==> src/rtl/can_bt_pkg.sv <==
`timescale 1ns/1ps
package can_bt_pkg;

    // Width of every segment length and position counter.
    localparam int LEN_W = 5;

    typedef logic [LEN_W-1:0] len_t;

    localparam len_t LEN_ZERO = len_t'(0);
    localparam len_t LEN_ONE  = len_t'(1);

    typedef enum logic [1:0] {
        SEG_SYNC = 2'd0,
        SEG_PROP = 2'd1,
        SEG_PH1  = 2'd2,
        SEG_PH2  = 2'd3
    } seg_e;

    // Decoded segment lengths in quanta.
    typedef struct packed {
        len_t prop;
        len_t ph1;
        len_t ph2;
        len_t sjw;
    } bt_len_t;

    // Per-quantum decisions produced by the timer.
    typedef struct packed {
        logic hard;
        logic sample;
        logic boundary;
    } bt_evt_t;

    function automatic len_t len_min(input len_t a, input len_t b);
        return (a < b) ? a : b;
    endfunction

    function automatic len_t len_max(input len_t a, input len_t b);
        return (a > b) ? a : b;
    endfunction

endpackage

==> src/rtl/can_bt_cfg.sv <==
`timescale 1ns/1ps
module can_bt_cfg
    import can_bt_pkg::*;
#(
    parameter int PROP_W  = 3,
    parameter int PH1_W   = 3,
    parameter int IPT_W   = 2,
    parameter int SJW_W   = 2,
    parameter int IPT_MAX = 2
) (
    input  logic [PROP_W-1:0] cfg_prop,
    input  logic [PH1_W-1:0]  cfg_ph1,
    input  logic [IPT_W-1:0]  cfg_ipt,
    input  logic [SJW_W-1:0]  cfg_sjw,
    output bt_len_t           len
);
    localparam len_t IPT_CAP = len_t'(IPT_MAX);

    len_t ipt_raw;
    len_t ipt_lim;

    always_comb begin
        ipt_raw  = len_t'(cfg_ipt);
        ipt_lim  = (ipt_raw > IPT_CAP) ? IPT_CAP : ipt_raw;
        len.prop = len_t'(cfg_prop) + LEN_ONE;
        len.ph1  = len_t'(cfg_ph1) + LEN_ONE;
        len.ph2  = len_max(len_t'(cfg_ph1) + LEN_ONE, ipt_lim);
        len.sjw  = len_t'(cfg_sjw) + LEN_ONE;
    end
endmodule

==> src/rtl/can_bt_edge.sv <==
`timescale 1ns/1ps
module can_bt_edge (
    input  logic clk,
    input  logic rst,
    input  logic tick,
    input  logic rx,
    output logic fall
);
    logic rx_last_q;

    // Level seen at the previous quantum tick, recessive out of reset.
    always_ff @(posedge clk) begin
        if (rst)       rx_last_q <= 1'b1;
        else if (tick) rx_last_q <= rx;
    end

    assign fall = tick & rx_last_q & ~rx;
endmodule

==> src/rtl/can_bt_timer.sv <==
`timescale 1ns/1ps
module can_bt_timer
    import can_bt_pkg::*;
(
    input  logic    clk,
    input  logic    rst,
    input  logic    tick,
    input  logic    fall,
    input  logic    rx,
    input  logic    armed,
    input  bt_len_t len,
    output bt_evt_t evt,
    output logic    sample_stb,
    output logic    rx_bit,
    output logic    bit_start
);
    seg_e seg_q, seg_d;
    len_t cnt_q, cnt_d;
    len_t ext_q, ext_d;
    len_t shr_q, shr_d;
    logic done_q, done_d;

    logic resync;
    len_t pos_err;
    len_t neg_err;
    len_t ext_w;
    len_t shr_try;

    always_comb begin
        seg_d  = seg_q;
        cnt_d  = cnt_q;
        ext_d  = ext_q;
        shr_d  = shr_q;
        done_d = done_q;
        evt    = '0;

        resync  = fall & ~armed & ~done_q & (seg_q != SEG_SYNC);
        pos_err = (seg_q == SEG_PROP) ? cnt_q + LEN_ONE
                                      : len.prop + cnt_q + LEN_ONE;
        neg_err = len.ph2 - cnt_q;
        ext_w   = resync ? len_min(pos_err, len.sjw) : ext_q;
        shr_try = len_min(neg_err, len.sjw);

        if (tick) begin
            if (fall && armed) begin
                // Hard synchronization: this quantum is the sync segment.
                evt.hard     = 1'b1;
                evt.boundary = 1'b1;
                seg_d  = SEG_PROP;
                cnt_d  = LEN_ZERO;
                ext_d  = LEN_ZERO;
                shr_d  = LEN_ZERO;
                done_d = 1'b1;
            end else begin
                unique case (seg_q)
                    SEG_SYNC: begin
                        evt.boundary = 1'b1;
                        seg_d  = SEG_PROP;
                        cnt_d  = LEN_ZERO;
                        ext_d  = LEN_ZERO;
                        shr_d  = LEN_ZERO;
                        done_d = 1'b0;
                    end
                    SEG_PROP: begin
                        ext_d = ext_w;
                        if (resync) done_d = 1'b1;
                        if (cnt_q + LEN_ONE >= len.prop) begin
                            seg_d = SEG_PH1;
                            cnt_d = LEN_ZERO;
                        end else begin
                            cnt_d = cnt_q + LEN_ONE;
                        end
                    end
                    SEG_PH1: begin
                        ext_d = ext_w;
                        if (resync) done_d = 1'b1;
                        if (cnt_q + LEN_ONE >= len.ph1 + ext_w) begin
                            evt.sample = 1'b1;
                            seg_d = SEG_PH2;
                            cnt_d = LEN_ZERO;
                        end else begin
                            cnt_d = cnt_q + LEN_ONE;
                        end
                    end
                    SEG_PH2: begin
                        if (resync && (shr_try == neg_err)) begin
                            // Shortened segment already over: new bit now.
                            evt.boundary = 1'b1;
                            seg_d  = SEG_PROP;
                            cnt_d  = LEN_ZERO;
                            ext_d  = LEN_ZERO;
                            shr_d  = LEN_ZERO;
                            done_d = 1'b1;
                        end else begin
                            if (resync) begin
                                shr_d  = shr_try;
                                done_d = 1'b1;
                            end
                            if (cnt_q + LEN_ONE + shr_d >= len.ph2) begin
                                seg_d = SEG_SYNC;
                                cnt_d = LEN_ZERO;
                            end else begin
                                cnt_d = cnt_q + LEN_ONE;
                            end
                        end
                    end
                    default: begin
                        seg_d = SEG_SYNC;
                        cnt_d = LEN_ZERO;
                    end
                endcase
            end
        end
    end

    always_ff @(posedge clk) begin
        if (rst) begin
            seg_q      <= SEG_SYNC;
            cnt_q      <= LEN_ZERO;
            ext_q      <= LEN_ZERO;
            shr_q      <= LEN_ZERO;
            done_q     <= 1'b0;
            sample_stb <= 1'b0;
            bit_start  <= 1'b0;
            rx_bit     <= 1'b1;
        end else begin
            seg_q      <= seg_d;
            cnt_q      <= cnt_d;
            ext_q      <= ext_d;
            shr_q      <= shr_d;
            done_q     <= done_d;
            sample_stb <= evt.sample;
            bit_start  <= evt.boundary;
            if (evt.sample) rx_bit <= rx;
        end
    end
endmodule

==> src/rtl/can_bt_idle.sv <==
`timescale 1ns/1ps
module can_bt_idle #(
    parameter int IDLE_BITS = 11
) (
    input  logic clk,
    input  logic rst,
    input  logic sample_now,
    input  logic rx,
    input  logic hard_now,
    output logic armed
);
    localparam int CW = $clog2(IDLE_BITS + 1);
    localparam logic [CW-1:0] RUN_FULL = CW'(IDLE_BITS);
    localparam logic [CW-1:0] RUN_LAST = CW'(IDLE_BITS - 1);
    localparam logic [CW-1:0] RUN_ONE  = CW'(1);

    logic [CW-1:0] run_q;

    always_ff @(posedge clk) begin
        if (rst) begin
            run_q <= '0;
            armed <= 1'b1;
        end else if (hard_now) begin
            run_q <= '0;
            armed <= 1'b0;
        end else if (sample_now) begin
            if (rx) begin
                if (run_q != RUN_FULL) run_q <= run_q + RUN_ONE;
                if (run_q == RUN_LAST) armed <= 1'b1;
            end else begin
                run_q <= '0;
            end
        end
    end
endmodule

==> src/rtl/can_bit_sync.sv <==
`timescale 1ns/1ps
module can_bit_sync
    import can_bt_pkg::*;
#(
    parameter int PROP_W    = 3,
    parameter int PH1_W     = 3,
    parameter int IPT_W     = 2,
    parameter int SJW_W     = 2,
    parameter int IDLE_BITS = 11
) (
    input  logic              clk,
    input  logic              rst,
    input  logic              tq_tick,
    input  logic              rx_in,
    input  logic [PROP_W-1:0] cfg_prop,
    input  logic [PH1_W-1:0]  cfg_ph1,
    input  logic [IPT_W-1:0]  cfg_ipt,
    input  logic [SJW_W-1:0]  cfg_sjw,
    output logic              sample_stb,
    output logic              rx_bit,
    output logic              bit_start,
    output logic              sof_armed
);
    bt_len_t len;
    bt_evt_t evt;
    logic    fall;

    can_bt_cfg #(
        .PROP_W (PROP_W),
        .PH1_W  (PH1_W),
        .IPT_W  (IPT_W),
        .SJW_W  (SJW_W),
        .IPT_MAX(2)
    ) u_cfg (
        .cfg_prop(cfg_prop),
        .cfg_ph1 (cfg_ph1),
        .cfg_ipt (cfg_ipt),
        .cfg_sjw (cfg_sjw),
        .len     (len)
    );

    can_bt_edge u_edge (
        .clk (clk),
        .rst (rst),
        .tick(tq_tick),
        .rx  (rx_in),
        .fall(fall)
    );

    can_bt_timer u_timer (
        .clk       (clk),
        .rst       (rst),
        .tick      (tq_tick),
        .fall      (fall),
        .rx        (rx_in),
        .armed     (sof_armed),
        .len       (len),
        .evt       (evt),
        .sample_stb(sample_stb),
        .rx_bit    (rx_bit),
        .bit_start (bit_start)
    );

    can_bt_idle #(
        .IDLE_BITS(IDLE_BITS)
    ) u_idle (
        .clk       (clk),
        .rst       (rst),
        .sample_now(evt.sample),
        .rx        (rx_in),
        .hard_now  (evt.hard),
        .armed     (sof_armed)
    );
endmodule

==> config.mk <==
export PLATFORM = sky130hd
export DESIGN_NAME = can_bit_sync
export DESIGN_NICKNAME = d
export VERILOG_FILES = /design/src/rtl/can_bt_pkg.sv /design/src/rtl/can_bt_cfg.sv /design/src/rtl/can_bt_edge.sv /design/src/rtl/can_bt_timer.sv /design/src/rtl/can_bt_idle.sv /design/src/rtl/can_bit_sync.sv
export SDC_FILE = /design/constraint.sdc
export NUM_CORES = 1
export LEC_CHECK = 0
export ABC_AREA = 1
export CAP_MARGIN = 20
export CORE_MARGIN = 1.5
export CORE_UTILIZATION = 50
export CTS_CLUSTER_DIAMETER = 30
export CTS_CLUSTER_SIZE = 10
export DETAILED_ROUTE_END_ITERATION = 10
export PLACE_DENSITY = 0.72
export REMOVE_ABC_BUFFERS = 1
export SLEW_MARGIN = 20
export SYNTH_ARGS = -nofsm -noshare
export SYNTH_HDL_FRONTEND = slang
export SYNTH_SLANG_ARGS = --single-unit
==> constraint.sdc <==
create_clock -name clk -period 5.78 [get_ports clk]
set_input_delay 0.578 -clock clk [delete_from_list [all_inputs] [get_ports clk]]
set_output_delay 0.578 -clock clk [all_outputs]
set_load 0.02 [all_outputs]
== Word-level counts from Yosys, hierarchy flattened ==
Cells that the tools add are included.

* Register bits: 27
* Input port bits: 14
* Output and inout bits: 4

* $add $sub $neg: 10
* Order comparisons: 7
* Eq/ne operators: 11
* Muxes and demuxes: 47
* Bitwise gates (word level): 9
* Reductions and logical operators: 16

{| class="wikitable"
|+ Operators with widths
! operator !! number
|-
| two-way mux 5 bit || 19
|-
| one-hot mux 5 bit (4 select lines) || 1
|-
| one-hot mux 5 bit (3 select lines) || 1
|-
| two-way mux 1 bit || 13
|-
| two-way mux 2 bit || 6
|-
| adder 4 x 5 -> 5 bit || 2
|-
| adder 5 x 1 -> 5 bit (second input constant) || 2
|-
| greater-or-equal comparator 5 bit || 2
|-
| less-than comparator 5 x 3 -> 1 bit || 2
|-
| one-hot mux 5 bit (2 select lines) || 1
|-
| adder 3 x 1 -> 4 bit (second input constant) || 2
|-
| two-way mux 4 bit || 2
|-
| one-hot mux 2 bit (4 select lines) || 1
|-
| nonzero test 2 bit || 4
|-
| inequality test 3 x 1 -> 1 bit (second input constant) || 2
|-
| AND reduction 2 bit || 3
|-
| OR reduction 2 bit || 3
|-
| adder 5 bit || 1
|-
| bitwise AND 1 bit || 5
|-
| equality test 5 bit || 1
|-
| greater-or-equal comparator 5 x 4 -> 1 bit || 1
|-
| greater-than comparator 5 bit || 1
|-
| subtractor 5 bit || 1
|-
| adder 4 x 1 -> 4 bit (second input constant) || 1
|-
| 18 further kinds || 23
|}

== Longest topological paths before layout ==
Gate-level depths: netlist of run 1.

* Depth in word-level cells: 19
* Depth in mapped cells: 35
* Mapped depth without buffers: 35

== Hierarchy ==
A second synthesis of run 1 with hierarchy kept.

* Cells, all modules: 495
* Area total of the unflattened synthesis: 3234.4 µm²

{| class="wikitable"
|+ Modules (own cells, without submodules)
! module !! instances !! cells each !! area each (µm²)
|-
| can_bt_timer || 1 || 393 || 2622.5
|-
| can_bt_idle || 1 || 51 || 310.3
|-
| can_bt_cfg || 1 || 43 || 254.0
|-
| can_bt_edge || 1 || 8 || 47.5
|}

== Least setup slack after synthesis of run 1 ==
Ideal clock, no wire load.

* Path type: in2reg
* Start: input port cfg_ph1[0]
* End: register u_timer.seg_q[0]
* Setup time: 67 ps
* Arrival time: 5653 ps
* Path slack: 60 ps
* Stages: 32
* Cells stage by stage: ha_1 ha_1 inv_1 nor2_1 o21ai_0 nand3_1 o21a_1 ha_1 fa_1 inv_1 nand2_1 nand2_1 inv_2 ha_1 a21oi_1 nand4_4 inv_1 a21oi_1 a22o_1 ha_1 fa_1 ha_1 a21boi_0 o311ai_0 o211ai_1 nor2_1 nand2_4 nand2_4 nand2_4 nand3_1 nand2_1 a21oi_2

* Word-level cells in the longest chain between the ends: 15

{| class="wikitable"
|+ Ends and longest elaborated chain
! item !! line !! RTL
|-
| start: declaration || can_bit_sync.sv:16 || <nowiki>input logic [PH1_W-1:0] cfg_ph1,</nowiki>
|-
| adder 3 x 1 -> 4 bit * || can_bt_cfg.sv:26, can_bt_cfg.sv:27 ||
|-
| greater-than comparator 5 bit || can_bt_pkg.sv:39 || <nowiki>return (a > b) ? a : b;</nowiki>
|-
| two-way mux 5 bit || can_bt_pkg.sv:39 ||
|-
| subtractor 5 bit || can_bt_timer.sv:40 || <nowiki>neg_err = len.ph2 - cnt_q;</nowiki>
|-
| less-than comparator 5 x 3 -> 1 bit || can_bt_pkg.sv:35 || <nowiki>return (a < b) ? a : b;</nowiki>
|-
| two-way mux 5 bit || can_bt_pkg.sv:35 ||
|-
| two-way mux 5 bit || can_bt_timer.sv:95 || <nowiki>if (resync) begin</nowiki>
|-
| two-way mux 5 bit || can_bt_timer.sv:86 || <nowiki>if (resync && (shr_try == neg_err)) begin</nowiki>
|-
| two-way mux 5 bit || can_bt_timer.sv:55 || <nowiki>unique case (seg_q)</nowiki>
|-
| two-way mux 5 bit || can_bt_timer.sv:45 || <nowiki>if (fall && armed) begin</nowiki>
|-
| two-way mux 5 bit || can_bt_timer.sv:44 || <nowiki>if (tick) begin</nowiki>
|-
| adder 5 bit || can_bt_timer.sv:99 || <nowiki>if (cnt_q + LEN_ONE + shr_d >= len.ph2) begin</nowiki>
|-
| greater-or-equal comparator 5 bit || can_bt_timer.sv:99 ||
|-
| inequality test 4 x 1 -> 1 bit (no source line) || - ||
|-
| AND reduction 4 bit (no source line) || - ||
|-
| end signal: assignment || can_bt_timer.sv:127 || <nowiki>seg_q <= seg_d;</nowiki>
|-
| end: declaration || can_bt_timer.sv:17 || <nowiki>seg_e seg_q, seg_d;</nowiki>
|}

Mark *: on every way between the ends. The rest lies on a longest branch, timed or not. The select of a mux whose other input is x is not followed.
A chain may end at the register's enable or synchronous reset.

== Worst setup path after layout of run 1 ==
* Start: input port cfg_ph1[1]
* End: register u_timer.seg_q[0]

The elaborated chain is that of the path after synthesis.

==> run metrics, run 1 <==
outcome complete, no violations; Seq/Total Area, Yosys 19.35%; CTS tree done; Worst-path clk slew 0.09 ns; share of layout cells above drive strength 1 18.95%; Starting Density 51.35%; DR pass1 iterations 4; CTS sink count 27; synth top area cells dfxtp_1 19%, ha_1 19%, nand2_1 11%; routed vias 2766; final setup vio count 0; VDD IR max 0.0001745 V; H-Tree Depth 1; simple-gate portion of the synthesized area 28.94%; die span in x 77.74 µm; routability cong. 0.9602; vias per cell 5.209; Max Transition Viols Final 0; Layout Cells excl Fill 531; # DRC 0; die area 6043 µm²; final setup margin 0.2288 ns; Hold WC Path Type reg -> reg; Area growth syn-to-layout 24.10%; fin nets 521; achievable clock frequency 180.1 MHz; most frequent cells in the layout 81 x nand2_1, 68 x inv_1, 38 x ha_1; Max-Cap Viols 0; Cell variety after synth 40; boundary pin count 18; number of global-route vias before repair 2645; #FFs+latches synth 27; Cells after DPL 518; critical path class in -> reg; Ant. Diodes 0; Compound-Gate Fraction of Synth Area 14.47%; overall die height 77.74 µm; Worst-Skew Late Latency 0.27 ns; ANT nets after route 0; Crit path required time 5.98 ns; syn avg cell area 6.879 µm²; pre-CTS setup slack -0.6885 ns; Setup Skew 0.001884 ns; Worst setup SP type input port; Mapped Cells 406; Core ar. 5439 µm²; PortBufs 17; FP Rows 27; GRT Total Usage 24.23%; nature of the critical path endpoint flop; Tmin final 5.551 ns; Final HPWL DP 5472 µm; filler instances 506; CTS Buf Count 3; largest family of logic cells by synthesized area simple AND/OR/NAND/NOR gates; fin crit share 96.04%; Iteration-0 DRC Markers 147; largest net degree at the start of global routing 17; routed len/inst 13.41 µm; Synth area leader dfxtp_1; most common cell after layout, fill and taps aside nand2_1; Worst path slowest cell fa_1; # hold bufs at CTS 0; first-pass GRT wire length 11960 µm; drt total wl 7122 µm; Final Hold Vio Count 0; adder-cell area share of the yosys netlist 22.13%; transition time of the tightest slew-check pin 0.6966 ns; synth warn 0; mux contribution to synthesized area 0%; antenna violations before repair 0; pwr dens 175.9 nW/µm²; largest stage delay on the critical path 0.45 ns; Cell Area, Synth 2793 µm²; Data arrival, critical path 5.75 ns; worst-path fanout max 5; clock tree buffer depth 2; Root Buffer clkbuf_8; global route total overflow 0; Leak Pwr 0.001757 µW; XOR/XNOR Fraction of Synth Area 3.719%; Slew headroom 53.41%; Yosys top cell area share 19.35%
-- timing repair --
action | in CTS | in global routing
buffers inserted | 6 | 3
pin swaps | 14 | 17
setup endpoints to repair | 7 | 9
gates resized for setup | 12 | 22
-- final timing paths --
| path | startpoint | end | slack [ns] | cells after the start |
|---|---|---|---|---|
| setup / recovery | cfg_ph1[1] | u_timer.seg_q[0] | 0.23 | 33 |
| setup reg to reg | u_timer.cnt_q[0] | u_timer.seg_q[0] | 0.48 | 32 |
| hold / removal | u_timer.shr_q[4] | u_timer.shr_q[4] | 0.45 | 2 |
| hold reg to reg | u_timer.shr_q[4] | u_timer.shr_q[4] | 0.45 | 2 |
-- stage by stage --
step                      total power [µW]  cell area (µm²)  util (%)  hold slack (ns)   TNS, ns
after detailed placement             468.8             3242     59.60           0.4367    -4.277
after global placement               461.4             3242     59.60           0.4340    -3.423
after floorplan                      386.7             2764         -           0.4221         0
after global routing                 659.1             3466     63.72           0.4714  -0.05396
final                                609.5             3466     63.72           0.4501         0
after CTS                            587.1             3349     61.58           0.4510         0
-- kinds of logic (layout without fill, tap and decap cells) --
group           count (synthesis)  after routing
compound gates                 70             70
xor+xnor                       11             11
fa+ha+maj                      47             47
buf+inv                        83            136
flops                          27             27
simple gates                  168            168
-- power breakdown --
part           leakage, µW  internal (µW)  switching [µW]
clock network    0.0000228           49.3            57.2
registers         0.000219            194            7.01
logic              0.00152            127             175
-- cells in the mapped netlist --
cell and number:
inv_1 70, buf_2 1, o21bai_1 1, nand4_1 2, nor3_1 6, a21oi_1 31
nor2_4 1, nand3_1 36, ha_1 43, xor2_2 1, o311ai_1 1, xor2_1 6
o21a_1 5, o21ai_0 19, fa_1 4, a211oi_1 2, clkbuf_1 3, clkinv_1 4
a21boi_0 2, a221oi_1 1, nand2_1 84, clkbuf_2 1, nor2_2 3, nand4_4 1
o21ai_1 1, nor3b_1 1, nand3_2 4, xnor2_1 4, nand2_4 4, o211ai_1 3
a21oi_2 1, o311ai_0 1, nand4_2 1, inv_2 3, nor2_1 17, dfxtp_1 27
a22o_1 1, o31ai_1 1, buf_4 1, nand2_2 8
-- flip-flops by register name (all words and copies together), names as in the netlist --
register            count
u_timer.cnt_q           5
u_timer.ext_q           5
u_timer.shr_q           5
u_idle.run_q            4
u_timer.seg_q           2
u_edge.rx_last_q        1
u_idle.armed            1
u_timer.bit_start       1
u_timer.done_q          1
u_timer.rx_bit          1
u_timer.sample_stb      1
-- per-layer routing --
| layer | wire length [µm] | GRT usage (%) |
|---|---|---|
| met5 | 0 | 0 |
| met4 | 55 | 4.182 |
| met3 | 332 | 2.588 |
| met2 | 3497 | 41.57 |
| met1 | 3237 | 33.00 |
-- area by class of cell --
class / instances / area, µm² / area share [%]
well taps: 72 / 90.09 / 2.599
multi-input cells: 296 / 2036 / 58.74
inverters: 77 / 289.0 / 8.339
flip-flops and latches: 27 / 540.5 / 15.60
repair buffers: 55 / 465.4 / 13.43
clock buffers: 4 / 45.04 / 1.300
-- critical path: cells and delay by family --
| family | cells | cell delay (ns) |
|---|---|---|
| AOI/OAI and AO/OA | 9 | 1.49 |
| adders and majority gates | 8 | 2.27 |
| buffers and inverters | 5 | 0.47 |
| and+or+nand+nor | 11 | 0.93 |
(Power assumes the default switching activity.)
==> run 2, diff against run 1 <==
--- a/config.mk
+++ b/config.mk
@@ -12,9 +12,10 @@
 export CTS_CLUSTER_DIAMETER = 30
 export CTS_CLUSTER_SIZE = 10
 export DETAILED_ROUTE_END_ITERATION = 10
-export PLACE_DENSITY = 0.72
+export PLACE_DENSITY = 0.71
 export REMOVE_ABC_BUFFERS = 1
 export SLEW_MARGIN = 20
 export SYNTH_ARGS = -nofsm -noshare
 export SYNTH_HDL_FRONTEND = slang
+export SYNTH_HIERARCHICAL = 1
 export SYNTH_SLANG_ARGS = --single-unit
==> run metrics, run 2 <==
CP bufs+invs 4 (-1); outcome complete, no violations; routability cong. 0.8855 (-7.8%); Data arrival, critical path 5.67 ns (-0.08 ns); Iteration-0 DRC Markers 202 (+37%); Max Transition Viols Final 0 (unchanged); clock tree buffer depth 2 (unchanged); Setup Skew 0.01061 ns (+0.008728 ns); Crit path required time 5.92 ns (-0.06 ns); critical path class in -> reg; routed len/inst 13.63 µm (+1.6%); Mapped Cells 494 (+22%); routed vias 3338 (+21%); most common cell after layout, fill and taps aside nand2_1; Worst setup SP type input port; largest net degree at the start of global routing 23 (+6); die span in x 83.38 µm (+7.3%); PortBufs 17 (unchanged); global route total overflow 0 (unchanged); # hold bufs at CTS 0 (unchanged); synth warn 6 (+6); Slew headroom 39.43% (-14 points); hold_ws 0.4756 ns (+0.02547 ns); fin nets 627 (+20%); Tmin final 5.536 ns (-0.01524 ns); CTS tree done; Starting Density 51.17% (-0.18 points); antenna violations before repair 0 (unchanged); overall die height 83.38 µm (+7.3%); # DRC 0 (unchanged); Final Core Density 64.70% (+0.98 points); Cell Area, Synth 3231 µm² (+16%); CTS sink count 27 (unchanged); Area growth syn-to-layout 26.45%; first-pass GRT wire length 14570 µm (+22%); nature of the critical path endpoint flop; number of global-route vias before repair 3220 (+22%); most frequent cells in the layout 124 x nand2_1, 69 x inv_1, 51 x buf_4; ANT nets after route 0 (unchanged); VDD IR max 0.0001380 V (-21%); worst-path fanout max 5 (unchanged); vias per cell 5.265 (+1.1%); Worst-path clk slew 0.10 ns (about the same); pwr dens 158.6 nW/µm² (-9.8%); CTS Buf Count 3 (unchanged); boundary pin count 18 (unchanged); die area 6952 µm² (+15%); Root Buffer clkbuf_8; Max-Cap Viols 0 (unchanged); Hold WC Path Type reg -> reg; syn avg cell area 6.540 µm² (-4.9%); FP Rows 29 (+7.4%); H-Tree Depth 1 (unchanged); largest registers u_timer/cnt_q: 5 flops, u_timer/ext_q: 5 flops, u_timer/shr_q: 5 flops; Crit path top cell by count nand2_1; Worst-Skew Late Latency 0.28 ns (about the same); Final HPWL DP 6725 µm (+23%); Leak Pwr 0.002085 µW (+19%); Ant. Diodes 0 (unchanged); critical path's top delay family simple AND/OR/NAND/NOR gates; share of layout cells above drive strength 1 23.16% (+4.2 points); DR pass1 iterations 4 (unchanged); fin crit share 95.78% (-0.26 points); Final Hold Vio Count 0 (unchanged); GRT Total Usage 25.40% (+1.2 points); Worst path slowest cell clkdlybuf4s50_1; final setup vio count 0 (unchanged); Core ar. 6314 µm² (+16%); transition time of the tightest slew-check pin 0.8991 ns (+0.2025 ns); drt total wl 8640 µm (+21%); achievable clock frequency 180.6 MHz (+0.27%); largest stage delay on the critical path 0.49 ns (+0.04 ns)
==> run 2: cell type report <==
cell class	instances	area (µm²)
clock buffers	3	41.29
clock inverters	1	8.758
fillers	603	2228
inverters	80	302.8
multi-input cells	378	2527
flip-flops and latches	27	540.5
well taps	77	96.34
repair buffers	68	568.0
==> run 2: final timing paths <==
kind / from / to / slack (ns) / cells after the start
min reg2reg: u_timer/shr_q[0] / u_timer/shr_q[0] / 0.48 / 2
max reg2reg: u_timer/cnt_q[0] / u_timer/seg_q[0] / 0.60 / 33
min: u_timer/shr_q[0] / u_timer/shr_q[0] / 0.48 / 2
max: cfg_prop[2] / u_timer/seg_q[0] / 0.24 / 31
==> run 2: layer usage <==
layer,vias up,GRT usage (%),routed length (µm)
li1,1708,-,-
met1,1541,32.58,3993
met2,77,46.49,4242
met3,12,2.584,314
met4,0,4.242,90
met5,-,0,0
==> run 2: per-stage QoR <==
| step | setup TNS [ns] | setup slack [ns] | power (µW) | instance area, µm² | cells |
|---|---|---|---|---|---|
| finish | 0 | 0.2440 | 648.0 | 4085 | 634 |
| floorplan | 0 | 0.3362 | 386.7 | 3168 | 485 |
| global placement | -4.346 | -0.5738 | 489.9 | 3795 | 627 |
| detailed placement | -5.827 | -0.6857 | 499.2 | 3795 | 627 |
| global route | -0.1016 | -0.04292 | 701.6 | 4085 | 634 |
| CTS | 0 | 0.002627 | 624.6 | 3884 | 631 |
==> run 2: power by group <==
group	switching (µW)	internal, µW
Clock	65.9	50.7
Combinational	196	141
Sequential	4.09	191
==> run 2: worst reg2reg max path, delay by kind of cell, from the launching register on <==
family / cells / cell delay (ns)
simple gates: 14 / 1.68
fa+ha+maj: 5 / 1.35
xor+xnor: 2 / 0.24
compound gates: 7 / 0.91
buf+inv: 5 / 0.50
flops: 1 / 0.35
==> run 2: timing repair <==
action                                  CTS  global route
cloned                                    0             0
hold endpoints to repair                  0             0
endpoints found under the setup margin    9            14
gates resized for setup                  13            41
pin swaps                                 0            21
setup buffers                             0             3
